--- src/rtl/pwm_mod_pkg.sv ---
package pwm_mod_pkg;
  typedef enum logic {
    EDGE_TRAIL = 1'b0,
    EDGE_LEAD  = 1'b1
  } edge_mode_e;

  localparam int DIV_CODE_W = 2;
endpackage

--- src/rtl/pwm_sync_track.sv ---
module pwm_sync_track #(
  parameter int CNT_W = 12,
  parameter int PW    = CNT_W + 1
) (
  input  logic                              clk,
  input  logic                              rst,
  input  logic                              en,
  input  logic [pwm_mod_pkg::DIV_CODE_W-1:0] div,
  input  logic                              sync_in,
  input  logic [CNT_W-1:0]                  period,
  output logic                              restart,
  output logic [PW-1:0]                     cap,
  output logic                              locked
);
  localparam int WW = PW + 4;

  logic       s1, s2, s3;
  logic       rise, div_edge, primed, seen, inwin, timeout;
  logic [pwm_mod_pkg::DIV_CODE_W-1:0] edge_cnt;
  logic [PW-1:0] meas;
  logic [WW-1:0] cap8, meas8, lo_lim, hi_lim;

  assign rise     = s2 & ~s3;
  assign div_edge = rise && (edge_cnt >= div);
  assign cap      = (&meas) ? meas : meas + PW'(1);
  assign cap8     = WW'({cap, 3'b000});
  assign meas8    = WW'({meas, 3'b000});
  assign lo_lim   = WW'(period) * WW'(7);
  assign hi_lim   = WW'(period) * WW'(9);
  assign inwin    = (cap8 >= lo_lim) && (cap8 <= hi_lim);
  assign timeout  = primed && (meas8 > hi_lim);
  assign restart  = en && div_edge && primed && inwin && (seen || locked);

  always_ff @(posedge clk) begin
    if (rst) begin
      s1 <= 1'b0;
      s2 <= 1'b0;
      s3 <= 1'b0;
    end else begin
      s1 <= sync_in;
      s2 <= s1;
      s3 <= s2;
    end
  end

  always_ff @(posedge clk) begin
    if (rst || !en) begin
      edge_cnt <= '0;
      meas     <= '0;
      primed   <= 1'b0;
      seen     <= 1'b0;
      locked   <= 1'b0;
    end else begin
      if (rise) edge_cnt <= div_edge ? '0 : edge_cnt + 1'b1;
      if (div_edge) begin
        meas   <= '0;
        primed <= 1'b1;
        if (primed) begin
          if (inwin) begin
            seen   <= 1'b1;
            locked <= locked | seen;
          end else begin
            seen   <= 1'b0;
            locked <= 1'b0;
          end
        end
      end else if (timeout) begin
        meas   <= '0;
        primed <= 1'b0;
        seen   <= 1'b0;
        locked <= 1'b0;
      end else if (!(&meas)) begin
        meas <= meas + PW'(1);
      end
    end
  end

  // lock can only be gained on a divided sync edge
  a_r7_lock_on_edge: assert property (@(posedge clk) disable iff (rst)
    $rose(locked) |-> $past(div_edge));
  // disabling sync drops the lock
  a_r7_disable_drops: assert property (@(posedge clk) disable iff (rst)
    !en |=> !locked);
  // a sync-driven restart leaves the tracker locked
  a_r8_restart_locked: assert property (@(posedge clk) disable iff (rst)
    restart |=> locked);
endmodule

--- src/rtl/pwm_duty_clamp.sv ---
module pwm_duty_clamp #(
  parameter int CNT_W  = 12,
  parameter int CODE_W = 4,
  parameter int PW     = CNT_W + 1
) (
  input  logic [CNT_W-1:0]  duty,
  input  logic [PW-1:0]     plen,
  input  logic [CODE_W-1:0] off_code,
  input  logic [CODE_W-1:0] on_code,
  output logic [PW-1:0]     on_ticks
);
  logic [PW-1:0] min_off, min_on, max_on, stretched;

  always_comb begin
    min_off   = PW'(1) + (PW'(off_code) << 1);
    min_on    = PW'(on_code) << 1;
    max_on    = (plen > min_off) ? plen - min_off : '0;
    stretched = ((duty != '0) && (PW'(duty) < min_on)) ? min_on : PW'(duty);
    on_ticks  = (stretched > max_on) ? max_on : stretched;
  end
endmodule

--- src/rtl/pwm_cycle_core.sv ---
module pwm_cycle_core #(
  parameter int PW = 13
) (
  input  logic          clk,
  input  logic          rst,
  input  logic          locked,
  input  logic          sync_restart,
  input  logic [PW-1:0] plen_in,
  input  logic [PW-1:0] on_in,
  input  pwm_mod_pkg::edge_mode_e mode,
  input  logic          ilim,
  output logic          pwm_q
);
  logic [PW-1:0] cnt, plen_r, on_r, cnt_n, plen_n, on_n;
  logic          term, term_n, cycle_start, want;
  logic [PW:0]   cnt_inc, lead_sum;

  always_comb begin
    cnt_inc     = {1'b0, cnt} + (PW+1)'(1);
    cycle_start = sync_restart || (!locked && (cnt_inc >= {1'b0, plen_r}));
    if (cycle_start)   cnt_n = '0;
    else if (&cnt)     cnt_n = cnt;
    else               cnt_n = cnt + PW'(1);
    plen_n   = cycle_start ? plen_in : plen_r;
    on_n     = cycle_start ? on_in   : on_r;
    term_n   = (cycle_start ? 1'b0 : term) | ilim;
    lead_sum = {1'b0, cnt_n} + {1'b0, on_n};
    if (mode == pwm_mod_pkg::EDGE_LEAD)
      want = (on_n != '0) && (lead_sum >= {1'b0, plen_n});
    else
      want = cnt_n < on_n;
  end

  always_ff @(posedge clk) begin
    if (rst) begin
      cnt    <= '0;
      plen_r <= '0;
      on_r   <= '0;
      term   <= 1'b0;
      pwm_q  <= 1'b0;
    end else begin
      cnt    <= cnt_n;
      plen_r <= plen_n;
      on_r   <= on_n;
      term   <= term_n;
      pwm_q  <= want & ~term_n;
    end
  end

  // a current-limit event forces the output low on the next edge
  a_r6_ilim_low: assert property (@(posedge clk) disable iff (rst)
    ilim |=> !pwm_q);
  // while free running the counter stays inside the latched period
  a_r9_cnt_range: assert property (@(posedge clk) disable iff (rst)
    (!locked && !$past(locked) && plen_r != '0) |-> (cnt < plen_r));
endmodule

--- src/rtl/pwm_clamp_mod.sv ---
module pwm_clamp_mod #(
  parameter int CNT_W  = 12,
  parameter int CODE_W = 4
) (
  input  logic              clk,
  input  logic              rst,
  input  logic [CNT_W-1:0]  duty_i,
  input  logic [CNT_W-1:0]  period_i,
  input  logic [CODE_W-1:0] min_off_code_i,
  input  logic [CODE_W-1:0] min_on_code_i,
  input  logic              lead_edge_i,
  input  logic              sync_en_i,
  input  logic [1:0]        sync_div_i,
  input  logic              sync_i,
  input  logic              ilim_i,
  output logic              pwm_o
);
  localparam int PW = CNT_W + 1;

  logic          restart, locked;
  logic [PW-1:0] cap, plen_next, on_next;
  pwm_mod_pkg::edge_mode_e mode;

  assign mode      = pwm_mod_pkg::edge_mode_e'(lead_edge_i);
  assign plen_next = restart ? cap : PW'(period_i);

  pwm_sync_track #(.CNT_W(CNT_W), .PW(PW)) u_track (
    .clk(clk), .rst(rst), .en(sync_en_i), .div(sync_div_i),
    .sync_in(sync_i), .period(period_i),
    .restart(restart), .cap(cap), .locked(locked)
  );

  pwm_duty_clamp #(.CNT_W(CNT_W), .CODE_W(CODE_W), .PW(PW)) u_clamp (
    .duty(duty_i), .plen(plen_next), .off_code(min_off_code_i),
    .on_code(min_on_code_i), .on_ticks(on_next)
  );

  pwm_cycle_core #(.PW(PW)) u_core (
    .clk(clk), .rst(rst), .locked(locked), .sync_restart(restart),
    .plen_in(plen_next), .on_in(on_next), .mode(mode),
    .ilim(ilim_i), .pwm_q(pwm_o)
  );
endmodule

--- config.mk ---
export PLATFORM = sky130hd
export DESIGN_NAME = pwm_clamp_mod
export DESIGN_NICKNAME = d
export VERILOG_FILES = /design/src/rtl/pwm_mod_pkg.sv /design/src/rtl/pwm_sync_track.sv /design/src/rtl/pwm_duty_clamp.sv /design/src/rtl/pwm_cycle_core.sv /design/src/rtl/pwm_clamp_mod.sv
export SDC_FILE = /design/constraint.sdc
export NUM_CORES = 1
export LEC_CHECK = 0
export BUFFER_PORTS_ARGS = -buffer_cell sky130_fd_sc_hd__buf_2
export CAP_MARGIN = 25
export CORE_UTILIZATION = 47
export DETAILED_ROUTE_END_ITERATION = 7
export PLACE_DENSITY = 0.69
export SYNTH_ARGS = -nofsm -noshare
export SYNTH_HDL_FRONTEND = slang
export SYNTH_SLANG_ARGS = --single-unit
--- constraint.sdc ---
create_clock -name clk -period 15.9 [get_ports clk]
set_input_delay 0 -clock clk [delete_from_list [all_inputs] [get_ports clk]]
set_output_delay 0 -clock clk [all_outputs]
set_load 0.005 [all_outputs]
Word level (Yosys, flattened, before mapping) --
Cells that the tools add are included.
Storage, ports and cells: bits in registers 62, bits of input ports 40, output and inout bits 1, logic and storage cells 81
Cells by class: add/subtract/negate cells 7, multiply operators 2, $lt $le $gt $ge 10, eq/ne operators 1, multiplexer cells 20, bitwise operators 6, reduce and logical (&&, ||, !) cells 22
Operators with widths (count):
- 2-to-1 mux 13 bit | 8
- >= comparator 14 x 13 -> 1 bit | 2
- adder 13 x 1 -> 13 bit, second input constant | 2
- AND reduction 13 bit | 2
- >= comparator 16 x 15 -> 1 bit | 1
- > comparator 16 bit | 1
- less-or-equal comparator 16 bit | 1
- multiplier 12 x 4 -> 16 bit, second input constant | 1
- multiplier 12 x 3 -> 15 bit, second input constant | 1
- adder 13 x 1 -> 14 bit, second input constant | 1
- adder 13 x 13 -> 14 bit | 1
- > comparator 12 x 13 -> 1 bit | 1
- > comparator 13 bit | 1
- < comparator 13 bit | 1
- nonzero test 13 bit | 1
- subtractor 13 bit | 1
- < comparator 12 x 5 -> 1 bit | 1
- 2-to-1 mux 12 bit | 1
- nonzero test 12 bit | 1
- logical AND 1 bit | 10
- 2-to-1 mux 1 bit | 10
- adder 1 x 5 -> 6 bit, first input constant | 1
- logical OR 1 bit | 3
- OR reduction 3 bit | 1
- 10 further kinds | 14

Longest topological paths before layout --
Gate-level depths: netlist of run 1.
depth in word-level cells 18, gate-level depth with buffers 67

Hierarchy --
A second synthesis of run 1 with hierarchy kept.
Unflattened totals: cell total of the unflattened synthesis 942, area total of the unflattened synthesis 8285.4 µm²
By module, submodules not included:
- pwm_cycle_core | instances 1, cells an instance 439, area each 3896.2 µm²
- pwm_sync_track | instances 1, cells an instance 341, area each 3075.4 µm²
- pwm_duty_clamp | instances 1, cells an instance 148, area each 1126.1 µm²
- pwm_clamp_mod | instances 1, cells an instance 14, area each 187.7 µm²

Worst setup path before layout of run 1 --
No wires, ideal clock.
kind in2reg, start in period_i[1], end reg u_core.pwm_q, library setup time 0.143 ns, data arrival time 11.038 ns, data required time 15.757 ns, slack 4.718 ns, stages 61, buffers on the path 5, cell sequence ha_1 > ha_1 > fa_1 > a21oi_1 > nor2_1 > nor2_1 > o21bai_1 > a21oi_1 > o21bai_1 > a21oi_1 > nor2b_1 > o21ai_0 > xor2_1 > ha_1 > a21oi_1 > nand2_1 > a221oi_1 > a22oi_1 > [25 not listed] > nand2b_1 > a21oi_1 > o21ai_0 > a21oi_1 > o21ai_0 > a21oi_1 > o21a_1 > o21bai_1 > nor2b_1 > xnor2_1 > ha_1 > a21o_1 > a211oi_1 > and3_1 > a21oi_1 > o211a_1 > o311ai_0 > a41oi_1
On the way: word-level cells in the longest chain between the ends 16, elaborated cells between the ends (all ways) 27, classes of those cells add/sub: 2; mul: 2; order compare: 6; mux: 8; bitwise: 3; reduce/logical: 6
Ends and longest elaborated chain:
- from (decl) | line pwm_clamp_mod.sv:8 | input logic [CNT_W-1:0] period_i,
- multiplier 12 x 3 -> 15 bit / multiplier 12 x 4 -> 16 bit (equally long branches) | line pwm_sync_track.sv:28, pwm_sync_track.sv:29
- >= comparator 16 x 15 -> 1 bit / less-or-equal comparator 16 bit (equally long branches) | line pwm_sync_track.sv:30 | assign inwin = (cap8 >= lo_lim) && (cap8 <= hi_lim);
- logical AND 1 bit | line pwm_sync_track.sv:30
- logical AND 1 bit (2 in a row) | line pwm_sync_track.sv:32 | assign restart = en && div_edge && primed && inwin && (seen || locked);
- 2-to-1 mux 13 bit | line pwm_clamp_mod.sv:25 | assign plen_next = restart ? cap : PW'(period_i);
- subtractor 13 bit / > comparator 13 bit (equally long branches) | line pwm_duty_clamp.sv:17 | max_on = (plen > min_off) ? plen - min_off : '0;
- 2-to-1 mux 13 bit | line pwm_duty_clamp.sv:17
- > comparator 12 x 13 -> 1 bit | line pwm_duty_clamp.sv:19 | on_ticks = (stretched > max_on) ? max_on : stretched;
- 2-to-1 mux 13 bit | line pwm_duty_clamp.sv:19
- 2-to-1 mux 13 bit | line pwm_cycle_core.sv:25 | on_n = cycle_start ? on_in : on_r;
- adder 13 x 13 -> 14 bit | line pwm_cycle_core.sv:27 | lead_sum = {1'b0, cnt_n} + {1'b0, on_n};
- >= comparator 14 x 13 -> 1 bit | line pwm_cycle_core.sv:29 | want = (on_n != '0) && (lead_sum >= {1'b0, plen_n});
- logical AND 1 bit | line pwm_cycle_core.sv:29
- 2-to-1 mux 1 bit | line pwm_cycle_core.sv:28 | if (mode == pwm_mod_pkg::EDGE_LEAD)
- bitwise AND 1 bit (*) | line pwm_cycle_core.sv:46 | pwm_q <= want & ~term_n;
- to (signal assigned) | line pwm_cycle_core.sv:46
- to (decl) | line pwm_cycle_core.sv:12 | output logic pwm_q
Every way passes the cells marked *; elsewhere a longest branch is shown, timed or not. A chain may end at the register's enable or synchronous reset.

Final worst setup path of run 1 --
start reg u_track.meas[0], end reg u_core.pwm_q
On the way: word-level cells in the longest chain between the ends 17, elaborated cells between the ends (all ways) 28, classes of those cells add/sub: 3; order compare: 6; mux: 9; bitwise: 3; reduce/logical: 7
Ends and longest elaborated chain:
- from (decl) | line pwm_sync_track.sv:20 | logic [PW-1:0] meas;
- from (signal assigned) | line pwm_sync_track.sv:73 | meas <= meas + PW'(1);
- adder 13 x 1 -> 13 bit / AND reduction 13 bit (equally long branches) | line pwm_sync_track.sv:25 | assign cap = (&meas) ? meas : meas + PW'(1);
- 2-to-1 mux 13 bit (*) | line pwm_sync_track.sv:25
- via cap[2] | line pwm_clamp_mod.sv:21 | logic [PW-1:0] cap, plen_next, on_next;
- >= comparator 16 x 15 -> 1 bit / less-or-equal comparator 16 bit (equally long branches) | line pwm_sync_track.sv:30
- logical AND 1 bit | line pwm_sync_track.sv:30
- logical AND 1 bit (2 in a row) | line pwm_sync_track.sv:32
- 2-to-1 mux 13 bit | line pwm_clamp_mod.sv:25
- subtractor 13 bit / > comparator 13 bit (equally long branches) | line pwm_duty_clamp.sv:17
- 2-to-1 mux 13 bit | line pwm_duty_clamp.sv:17
- > comparator 12 x 13 -> 1 bit | line pwm_duty_clamp.sv:19
- 2-to-1 mux 13 bit | line pwm_duty_clamp.sv:19
- 2-to-1 mux 13 bit | line pwm_cycle_core.sv:25
- adder 13 x 13 -> 14 bit | line pwm_cycle_core.sv:27
- >= comparator 14 x 13 -> 1 bit | line pwm_cycle_core.sv:29
- logical AND 1 bit | line pwm_cycle_core.sv:29
- 2-to-1 mux 1 bit | line pwm_cycle_core.sv:28
- bitwise AND 1 bit (*) | line pwm_cycle_core.sv:46
Mark *: on every way through the listed nets, which the timed path passes. The rest lies on a longest branch.

==> flow_summary.json, run 1 <==
{
  "grt_pass1_wl_um": 32500,
  "via_per_inst": 5.60,
  "clock-sinks": 62,
  "seq_area_frac_synth_pct": 16.4,
  "grtUsageTotal_pct": 25.1,
  "core-area_um2": 15800,
  "drv_slew": 0,
  "crit_fanout": 28,
  "design_area_um2": 8330,
  "post_route_cells_drive_above_1_share_pct": 8.38,
  "critPathArrivalTime_ns": 12.82,
  "max_stage_delay_ns": 0.73,
  "dp.cells": 1187,
  "synth_ff_type": "dfxtp_1",
  "cts.clk_slew.worst_paths_ns": 0.06,
  "drt_wl_total_um": 19600,
  "fillers": 1530,
  "status": "finished clean",
  "timing.hold.ws_ns": 0.124,
  "postRouteAntennaNets": 0,
  "grt_max_degree": 33,
  "worstMarginPinSlew_ns": 1.02,
  "post-cts-setup-buffers": 0,
  "tns_ns": 0,
  "synthArstFlopShare_pct": 0,
  "nNetsFinal": 1187,
  "grt_setup_unrepaired": "false",
  "grt_pass1_vias": 6538,
  "final.period_utilization_pct": 79.5,
  "p_int_mw": 0.564,
  "path_delay_family": "compound AO/OA/AOI/OAI gates",
  "maxCapViolations": 0,
  "clkPwrFrac_pct": 21.1,
  "vias": 6755,
  "cts.repair.resized": 0,
  "antenna_found_initial": 0,
  "drt_pass1_iterations": 5,
  "pwr-share-seq_pct": 18.4,
  "powerDensity_nw_per_um2": 120,
  "syn_to_final_growth_pct": 10.0,
  "fp.dieW_um": 129,
  "max_freq_mhz": 79.1,
  "io_pins": 41,
  "die_area_um2": 16600,
  "worst_slack_ns": 3.26,
  "critical_path.slowest_cell": "nor4_2",
  "place_ws_ns": 3.26,
  "synth_seq_cells": 62,
  "avgSynthCellArea_um2": 7.97,
  "hold_depth": 4,
  "initial_core_util_pct": 47.8,
  "drc": 0,
  "postCtsHoldBufs": 3,
  "clkLatencyLatePin_ns": 0.33,
  "synth_fp_nets": 1152,
  "fin_skew_ns": 0.00768,
  "wl_per_cell_um": 16.3,
  "p_leak_nw": 4.16,
  "hpwlAfterDp_um": 15900,
  "rr_worst_depth": 50,
  "power_frac_comb_pct": 60.5,
  "die-height_um": 129,
  "total_power_mw": 1.00,
  "synth_edf_count": 0,
  "period_minus_slack_ns": 12.64,
  "io_buffer_count": 40,
  "grt.overflow.total": 0,
  "instances_no_fill": 1206,
  "clockBufferDepth": 2,
  "cts_tree": "built",
  "hold_class": "in2reg",
  "antenna_cells": 0,
  "crit_type": "reg2reg",
  "yosys_warnings": 0,
  "cp_data_required_time_ns": 16.09,
  "p_sw_share_pct": 43.6,
  "slew_headroom_pct": 31.6,
  "cp.depth": 50,
  "start_kind": "flip-flop",
  "numCtsBuffers": 9,
  "yosysUniqueCellTypes": 64,
  "dpl_cell_area_um2": 7980,
  "min_from": "duty_i[5]",
  "p_sw_mw": 0.437,
  "drtIter0Drc": 548,
  "startpoint": "u_track.meas[0]$_SDFF_PP0_",
  "num_rows": 46,
  "end_kind": "flip-flop",
  "ir_drop_mv": 0.0832,
  "reg2reg_from": "u_track.meas[0]$_SDFF_PP0_",
  "gp_congestion": 0.961,
  "critPathBufInv": 4,
  "finalHoldViolations": 0,
  "synth_area_um2": 7570,
  "ctsRootBufferMaster": "clkbuf_16",
  "htree_levels": 3,
  "synth_cells": 950,
  "final_util_pct": 52.6,
  "final-setup-viol-count": 0
}
==> cell usage after synthesis (all sizes together) (5+ instances only) <==
master	n	area [µm²]
a211oi	7	52.6
a21o	24	180
a21oi	74	370
a221oi	5	50.0
a31oi	5	31.3
and2	19	119
and3	14	87.6
and4	5	43.8
buf	7	36.3
clkbuf	17	63.8
dfxtp	62	1240
fa	15	300
ha	147	1840
inv	105	394
mux2	11	128
mux2i	23	243
nand2	53	199
nand2b	14	87.6
nand3	24	120
nand4	14	87.6
nor2	87	327
nor2b	17	106
nor3	20	100
nor4	12	81.3
o21a	5	37.5
o21ai	42	214
o21bai	11	82.6
o31ai	7	52.6
xnor2	34	298
xor2	22	193
==> sequential cells by signal, summed over array words and instances, names as in the netlist, 2 cells and up <==
register / count
u_core.on_r: 13
u_core.cnt: 13
u_track.meas: 13
u_track.edge_cnt: 2
u_core.plen_r: 13
==> metal layers <==
metal	track usage (%)	share of wire (%)	up-vias
li1	-	-	3411
met1	32.3	47	3100
met2	42.5	46	210
met3	4.16	4.4	34
met4	8.24	2.4	0
met5	0	0	-
==> cells by family after synthesis <==
kind of cell	Yosys count	share of synthesized area, %
adders and majority gates	162	28.3
xor gates and xnor gates	56	6.48
and+or+nand+nor	294	19.4
AOI/OAI and AO/OA	213	18.0
buffers and inverters	129	6.53
DFF	62	16.4
muxes	34	4.89
==> worst reg2reg max path, delay by kind of cell (launching register included) <==
family	cells	cell delay, ns
mux	3	1.14
flops	1	0.53
simple gates	12	2.75
compound gates	23	5.05
xor+xnor	2	0.35
buf+inv	4	0.80
fa+ha+maj	6	1.88
==> cells in the final DEF, fill, tap and decap left out, types with 24 or more instances in the layout <==
cell,count
ha_1,147
inv_1,102
nor2_1,87
a21oi_1,74
dfxtp_1,62
nand2_1,53
o21ai_0,41
buf_2,41
xnor2_1,34
nand3_1,24
a21o_1,24
==> worst paths after layout <==
kind | endpoint | slack, ns
max | u_core.pwm_q$_SDFF_PP0_ | 3.26
min | u_core.on_r[5]$_SDFF_PP0_ | 0.12
max reg2reg | u_core.pwm_q$_SDFF_PP0_ | 3.26
min reg2reg | u_track.s2$_SDFF_PP0_ | 0.45
==> final cells by class <==
cell class,instances,area (µm²),area share (%)
repair buffers,48,265,3.18
multi-input cells,759,5840,70.1
clock buffers,9,225,2.70
flip-flops and latches,62,1240,14.9
clock inverters,7,98.8,1.19
well taps,216,270,3.24
inverters,105,394,4.73
==> power by group through the flow <==
stage | sequential (mW) | combinational [mW] | clock (mW)
2_1_floorplan | 0.184 | 0.455 | 0
3_3_place_gp | 0.187 | 0.588 | 0
3_5_place_dp | 0.187 | 0.596 | 0
4_1_cts | 0.184 | 0.603 | 0.216
5_1_grt | 0.186 | 0.695 | 0.223
6_report | 0.184 | 0.606 | 0.212
Note: power is estimated with default switching activity, not from simulation.
==> run 2, diff against run 1 <==
==> constraint.sdc (replaced) <==
create_clock -name clk -period 11.8 [get_ports clk]
set_input_delay 0 -clock clk [delete_from_list [all_inputs] [get_ports clk]]
set_output_delay 0 -clock clk [all_outputs]
set_load 0.005 [all_outputs]
==> run 2 against run 1 <==
Against the previous run:
- the run now ends with DRC left
- total power is 34% higher
- count of clock-buffer cells in the layout increased by 2
- first-iteration DRC count shrank 13%
- routed wire length grew 1.2%
- final area rose by 3.3%
- clock skew is 0.0021 ns lower
- final cell count is 1.9% higher
- critical path type is now in2reg
==> flow_summary.json, run 2 (synthesis gave the netlist of run 1 again) <==
{
  "grt_pass1_wl_um": 31800,
  "cts.clk_slew.worst_paths_ns": 0.05,
  "fillers": 1471,
  "grt_max_degree": 33,
  "ctsRootBufferMaster": "clkbuf_16",
  "met1Wirelength_um": 9760,
  "violations": "DRC",
  "slew_headroom_pct": 42.3,
  "p_leak_nw": 4.27,
  "min_to": "u_core.on_r[7]$_SDFF_PP0_",
  "cp_data_required_time_ns": 11.98,
  "dp.cells": 1206,
  "num_rows": 46,
  "design_area_um2": 8600,
  "io_pins": 41,
  "drt_pass1_iterations": 7,
  "hold_class": "in2reg",
  "worstMarginPinSlew_ns": 0.858,
  "instances_no_fill": 1229,
  "fin_skew_ns": 0.00561,
  "antenna_found_initial": 0,
  "start_kind": "input port",
  "reg2reg_slack_ns": 0.67,
  "clock-sinks": 62,
  "core-area_um2": 15800,
  "clkLatencyLatePin_ns": 0.33,
  "final-setup-viol-count": 0,
  "crit_type": "in2reg",
  "tns_ns": 0,
  "die_area_um2": 16600,
  "antenna_cells": 0,
  "place_ws_ns": -0.152,
  "postRouteAntennaNets": 0,
  "r2r-end": "u_core.pwm_q$_SDFF_PP0_",
  "grtUsageTotal_pct": 24.4,
  "fp.dieW_um": 129,
  "min_from": "duty_i[7]",
  "reg2reg_from": "u_track.meas[1]$_SDFF_PP0_",
  "status": "complete, but fails checks",
  "ir_drop_mv": 0.112,
  "hold_depth": 3,
  "dr.max_layer_used": "met4",
  "hpwlAfterDp_um": 16000,
  "htree_levels": 3,
  "numCtsBuffers": 9,
  "dpl_cell_area_um2": 8120,
  "drv_slew": 0,
  "rr_worst_depth": 50,
  "max_freq_mhz": 89.8,
  "drc": 1,
  "layout_commonest_cell": "ha_1",
  "wl_per_cell_um": 16.2,
  "mostFrequentLayoutCells": "ha_1 (147), inv_1 (102), nor2_1 (87), a21oi_1 (70), dfxtp_1 (62)",
  "drt_wl_total_um": 19900,
  "timing.hold.ws_ns": 0.125,
  "critPathArrivalTime_ns": 11.31,
  "die-height_um": 129,
  "grt.overflow.total": 0,
  "powerDensity_nw_per_um2": 156,
  "initial_core_util_pct": 47.8,
  "via_per_inst": 5.57,
  "io_buffer_count": 40,
  "end_kind": "flip-flop",
  "worst_slack_ns": 0.665,
  "wl_met2_um": 8830,
  "period_minus_slack_ns": 11.14,
  "maxCapViolations": 0,
  "finalHoldViolations": 0,
  "nNetsFinal": 1213,
  "final.period_utilization_pct": 94.4,
  "final_util_pct": 54.3,
  "grt_pass1_vias": 6296,
  "max_stage_delay_ns": 0.60,
  "crit_fanout": 6,
  "drtIter0Drc": 478,
  "post_route_cells_drive_above_1_share_pct": 12.4,
  "gp_congestion": 0.956,
  "critical_path.slowest_cell": "or4_4",
  "cts_tree": "built",
  "total_power_mw": 1.34,
  "vias": 6840,
  "syn_to_final_growth_pct": 13.6,
  "dr_wl_met3_um": 861,
  "clockBufferDepth": 2
}
[run 2: cell types whose count changed in the layout (fill, tap and decap cells not counted), sizes merged]
cell	previous run	this run
or4	4	5
bufinv	2	1
clkbuf	9	11
clkinvlp	1	0
clkinv	4	1
buf	45	70
[run 2: layer usage]
| layer | vias up | track usage (%) |
|---|---|---|
| met3 | 34 | 3.16 |
| met5 | - | 0 |
| li1 | 3461 | - |
| met1 | 3165 | 34.1 |
| met4 | 0 | 7.20 |
| met2 | 180 | 39.1 |
[run 2: worst max-delay path: cells and delay by family]
family / cells / cell delay, ns
AOI/OAI and AO/OA: 27 / 4.70
xor gates and xnor gates: 3 / 0.50
adders and majority gates: 8 / 2.51
buffers and inverters: 4 / 0.55
muxes: 3 / 0.79
and+or+nand+nor: 14 / 2.20
[run 2: how the worst max path moves through the flow]
stage                           start                 endpoint  slack, ns  cells after the start
final                     period_i[4]  u_core.pwm_q$_SDFF_PP0_       0.66                     59
after global routing      period_i[0]  u_core.pwm_q$_SDFF_PP0_      -0.04                     63
after CTS                 period_i[4]  u_core.pwm_q$_SDFF_PP0_       0.16                     61
after detailed placement  period_i[4]  u_core.pwm_q$_SDFF_PP0_      -0.15                     61
after global placement    period_i[4]  u_core.pwm_q$_SDFF_PP0_       0.07                     59
after floorplan           period_i[1]  u_core.pwm_q$_SDFF_PP0_       0.62                     61
[run 2: power breakdown]
part | switching, mW | internal [mW]
combinational | 0.481 | 0.362
sequential | 0.0141 | 0.234
clock | 0.0877 | 0.165
total | 0.583 | 0.761
[run 2: final cells by class]
cell class              count  area (µm²)  area share, %
clock buffers              11         243           2.82
clock inverters             2        35.0          0.407
inverters                 105         394           4.58
multi-input cells         760        5960           69.3
flip-flops and latches     62        1240           14.4
well taps                 216         270           3.14
repair buffers             73         455           5.29
[run 2: timing repair]
action | 4_1_cts | 5_1_grt
endpoints found under the setup margin | 0 | 1
hold buffers | 3 | 0
gates resized for setup | 0 | 31
hold endpoints to repair | 5 | 0
setup buffers | 0 | 6
==> run 3, diff against run 2 <==
--- a/config.mk
+++ b/config.mk
@@ -5,7 +5,7 @@
 export SDC_FILE = /design/constraint.sdc
 export NUM_CORES = 1
 export LEC_CHECK = 0
-export BUFFER_PORTS_ARGS = -buffer_cell sky130_fd_sc_hd__buf_2
+export BUFFER_PORTS_ARGS = -buffer_cell sky130_fd_sc_hd__buf_4
 export CAP_MARGIN = 25
 export CORE_UTILIZATION = 47
 export DETAILED_ROUTE_END_ITERATION = 7
==> run 3 against run 2 <==
Against the previous run:
- the flow still finishes with violations (DRC)
- global-route usage rose by 0.73 points
- critical path depth rose by 1
- via count rose by 1.4%
- final area rose by 1.2%
- first-iteration DRC count rose by 18%
- routed wire length rose by 2.8%
- combinational power rose by 2.4%
- non-clock buffer count fell by 6
- critical path type unchanged
- largest cell class unchanged
==> flow_summary.json, run 3 (synthesis gave the netlist of run 1 again) <==
{
  "status": "complete, but fails checks",
  "power_frac_comb_pct": 60.7,
  "core-area_um2": 15800,
  "drtIter0Drc": 566,
  "postRouteAntennaNets": 0,
  "path_delay_family": "compound AO/OA/AOI/OAI gates",
  "instances_no_fill": 1226,
  "io_pins": 41,
  "p_sw_share_pct": 42.6,
  "via_per_inst": 5.66,
  "ctsRootBufferMaster": "clkbuf_16",
  "powerDensity_nw_per_um2": 163,
  "syn_to_final_growth_pct": 15.0,
  "drc": 1,
  "mostFrequentLayoutCells": "ha_1 (146), inv_1 (101), nor2_1 (87), a21oi_1 (69), buf_4 (63)",
  "critPathArrivalTime_ns": 11.30,
  "htree_levels": 3,
  "seqCellArea_um2": 1240,
  "nNetsFinal": 1207,
  "period_minus_slack_ns": 11.12,
  "max_freq_mhz": 89.9,
  "p_leak_nw": 4.31,
  "total_power_mw": 1.42,
  "antenna_cells": 0,
  "clkPwrFrac_pct": 21.8,
  "max_stage_delay_ns": 0.60,
  "clock-sinks": 62,
  "gp_congestion": 0.957,
  "die_area_um2": 16600,
  "critPathBufInv": 5,
  "dp.cells": 1201,
  "p_sw_mw": 0.605,
  "grtUsageTotal_pct": 25.2,
  "timing.hold.ws_ns": 0.0684,
  "wl_per_cell_um": 16.6,
  "fin_skew_ns": 0.00802,
  "fp.dieW_um": 129,
  "worstMarginPinSlew_ns": 0.816,
  "crit_fanout": 6,
  "reg2reg_slack_ns": 0.87,
  "end_kind": "flip-flop",
  "violations": "DRC",
  "pwr-share-seq_pct": 17.5,
  "grt_pass1_wl_um": 32500,
  "final_util_pct": 55.0,
  "num_rows": 46,
  "multiInputGateArea_um2": 5940,
  "final-setup-viol-count": 0,
  "p_int_mw": 0.815,
  "final.period_utilization_pct": 94.3,
  "start_kind": "input port",
  "antenna_found_initial": 0,
  "cp_data_required_time_ns": 11.98,
  "cts_tree": "built",
  "hold_class": "in2reg",
  "vias": 6934,
  "cpMostUsedCell": "a21oi_1",
  "grt_pass1_vias": 6441,
  "maxCapViolations": 0,
  "slew_headroom_pct": 45.1,
  "io_buffer_count": 40,
  "drt_pass1_iterations": 7,
  "tns_ns": 0,
  "drv_slew": 0,
  "crit_type": "in2reg",
  "numCtsBuffers": 9,
  "die-height_um": 129,
  "ir_drop_mv": 0.129,
  "initial_core_util_pct": 47.8,
  "finalHoldViolations": 0,
  "clkLatencyLatePin_ns": 0.33,
  "layout_commonest_cell": "ha_1",
  "cts.clk_slew.worst_paths_ns": 0.05,
  "clockBufferDepth": 2,
  "grt.overflow.total": 0,
  "critical_path.slowest_cell": "or4_4",
  "grt_max_degree": 33,
  "fillers": 1511,
  "hpwlAfterDp_um": 16200,
  "drt_wl_total_um": 20400,
  "post_route_cells_drive_above_1_share_pct": 11.7
}
## run 3: cell types whose count changed in the layout (fill, tap and decap cells not counted), sizes merged
cell / change
buf: -6
bufinv: +2
clkbuf: +2
clkinv: -1
## run 3: layer usage
metal	vias to the layer above	global-route usage, %	share of wire [%]
met5	-	0	0
met4	0	8.30	2.6
met3	41	3.58	4.9
met2	219	40.0	44
met1	3221	34.9	48
li1	3453	-	-
## run 3: per-stage QoR
| stage | instance area [µm²] | worst slack (ns) |
|---|---|---|
| 6_report | 8710 | 0.675 |
| 5_1_grt | 8710 | -0.0890 |
| 4_1_cts | 8560 | 0.0513 |
| 3_5_place_dp | 8180 | -0.135 |
| 3_3_place_gp | 8180 | 0.0499 |
| 2_1_floorplan | 7570 | 0.618 |
## run 3: power groups by stage
stage	combinational, mW	sequential [mW]	clock (mW)
6_report	0.862	0.248	0.310
5_1_grt	0.978	0.250	0.325
4_1_cts	0.839	0.248	0.315
3_5_place_dp	0.821	0.252	0
3_3_place_gp	0.812	0.252	0
2_1_floorplan	0.613	0.247	0
## run 3: worst paths after layout
check | from | endpoint | depth (start not counted)
worst min register to register | u_track.s1$_SDFF_PP0_ | u_track.s2$_SDFF_PP0_ | 1
worst min-delay path | rst | u_core.plen_r[3]$_SDFF_PP0_ | 2
worst max-delay path | period_i[1] | u_core.pwm_q$_SDFF_PP0_ | 60
worst max register to register | u_track.meas[1]$_SDFF_PP0_ | u_core.pwm_q$_SDFF_PP0_ | 51
## run 3: area by class of cell
type                    count  share of cell area, %
multi-input cells         760                   68.3
flip-flops and latches     62                   14.3
repair buffers             67                   5.83
inverters                 105                   4.53
well taps                 216                   3.10
clock buffers              13                   2.99
clock inverters             3                   1.03
## run 3: repair_timing
action | in CTS | in global routing
hold endpoints to repair | 6 | 0
resized for setup | 0 | 31
endpoints found under the setup margin | 0 | 1
setup buffers | 0 | 5
hold buffers | 3 | 0
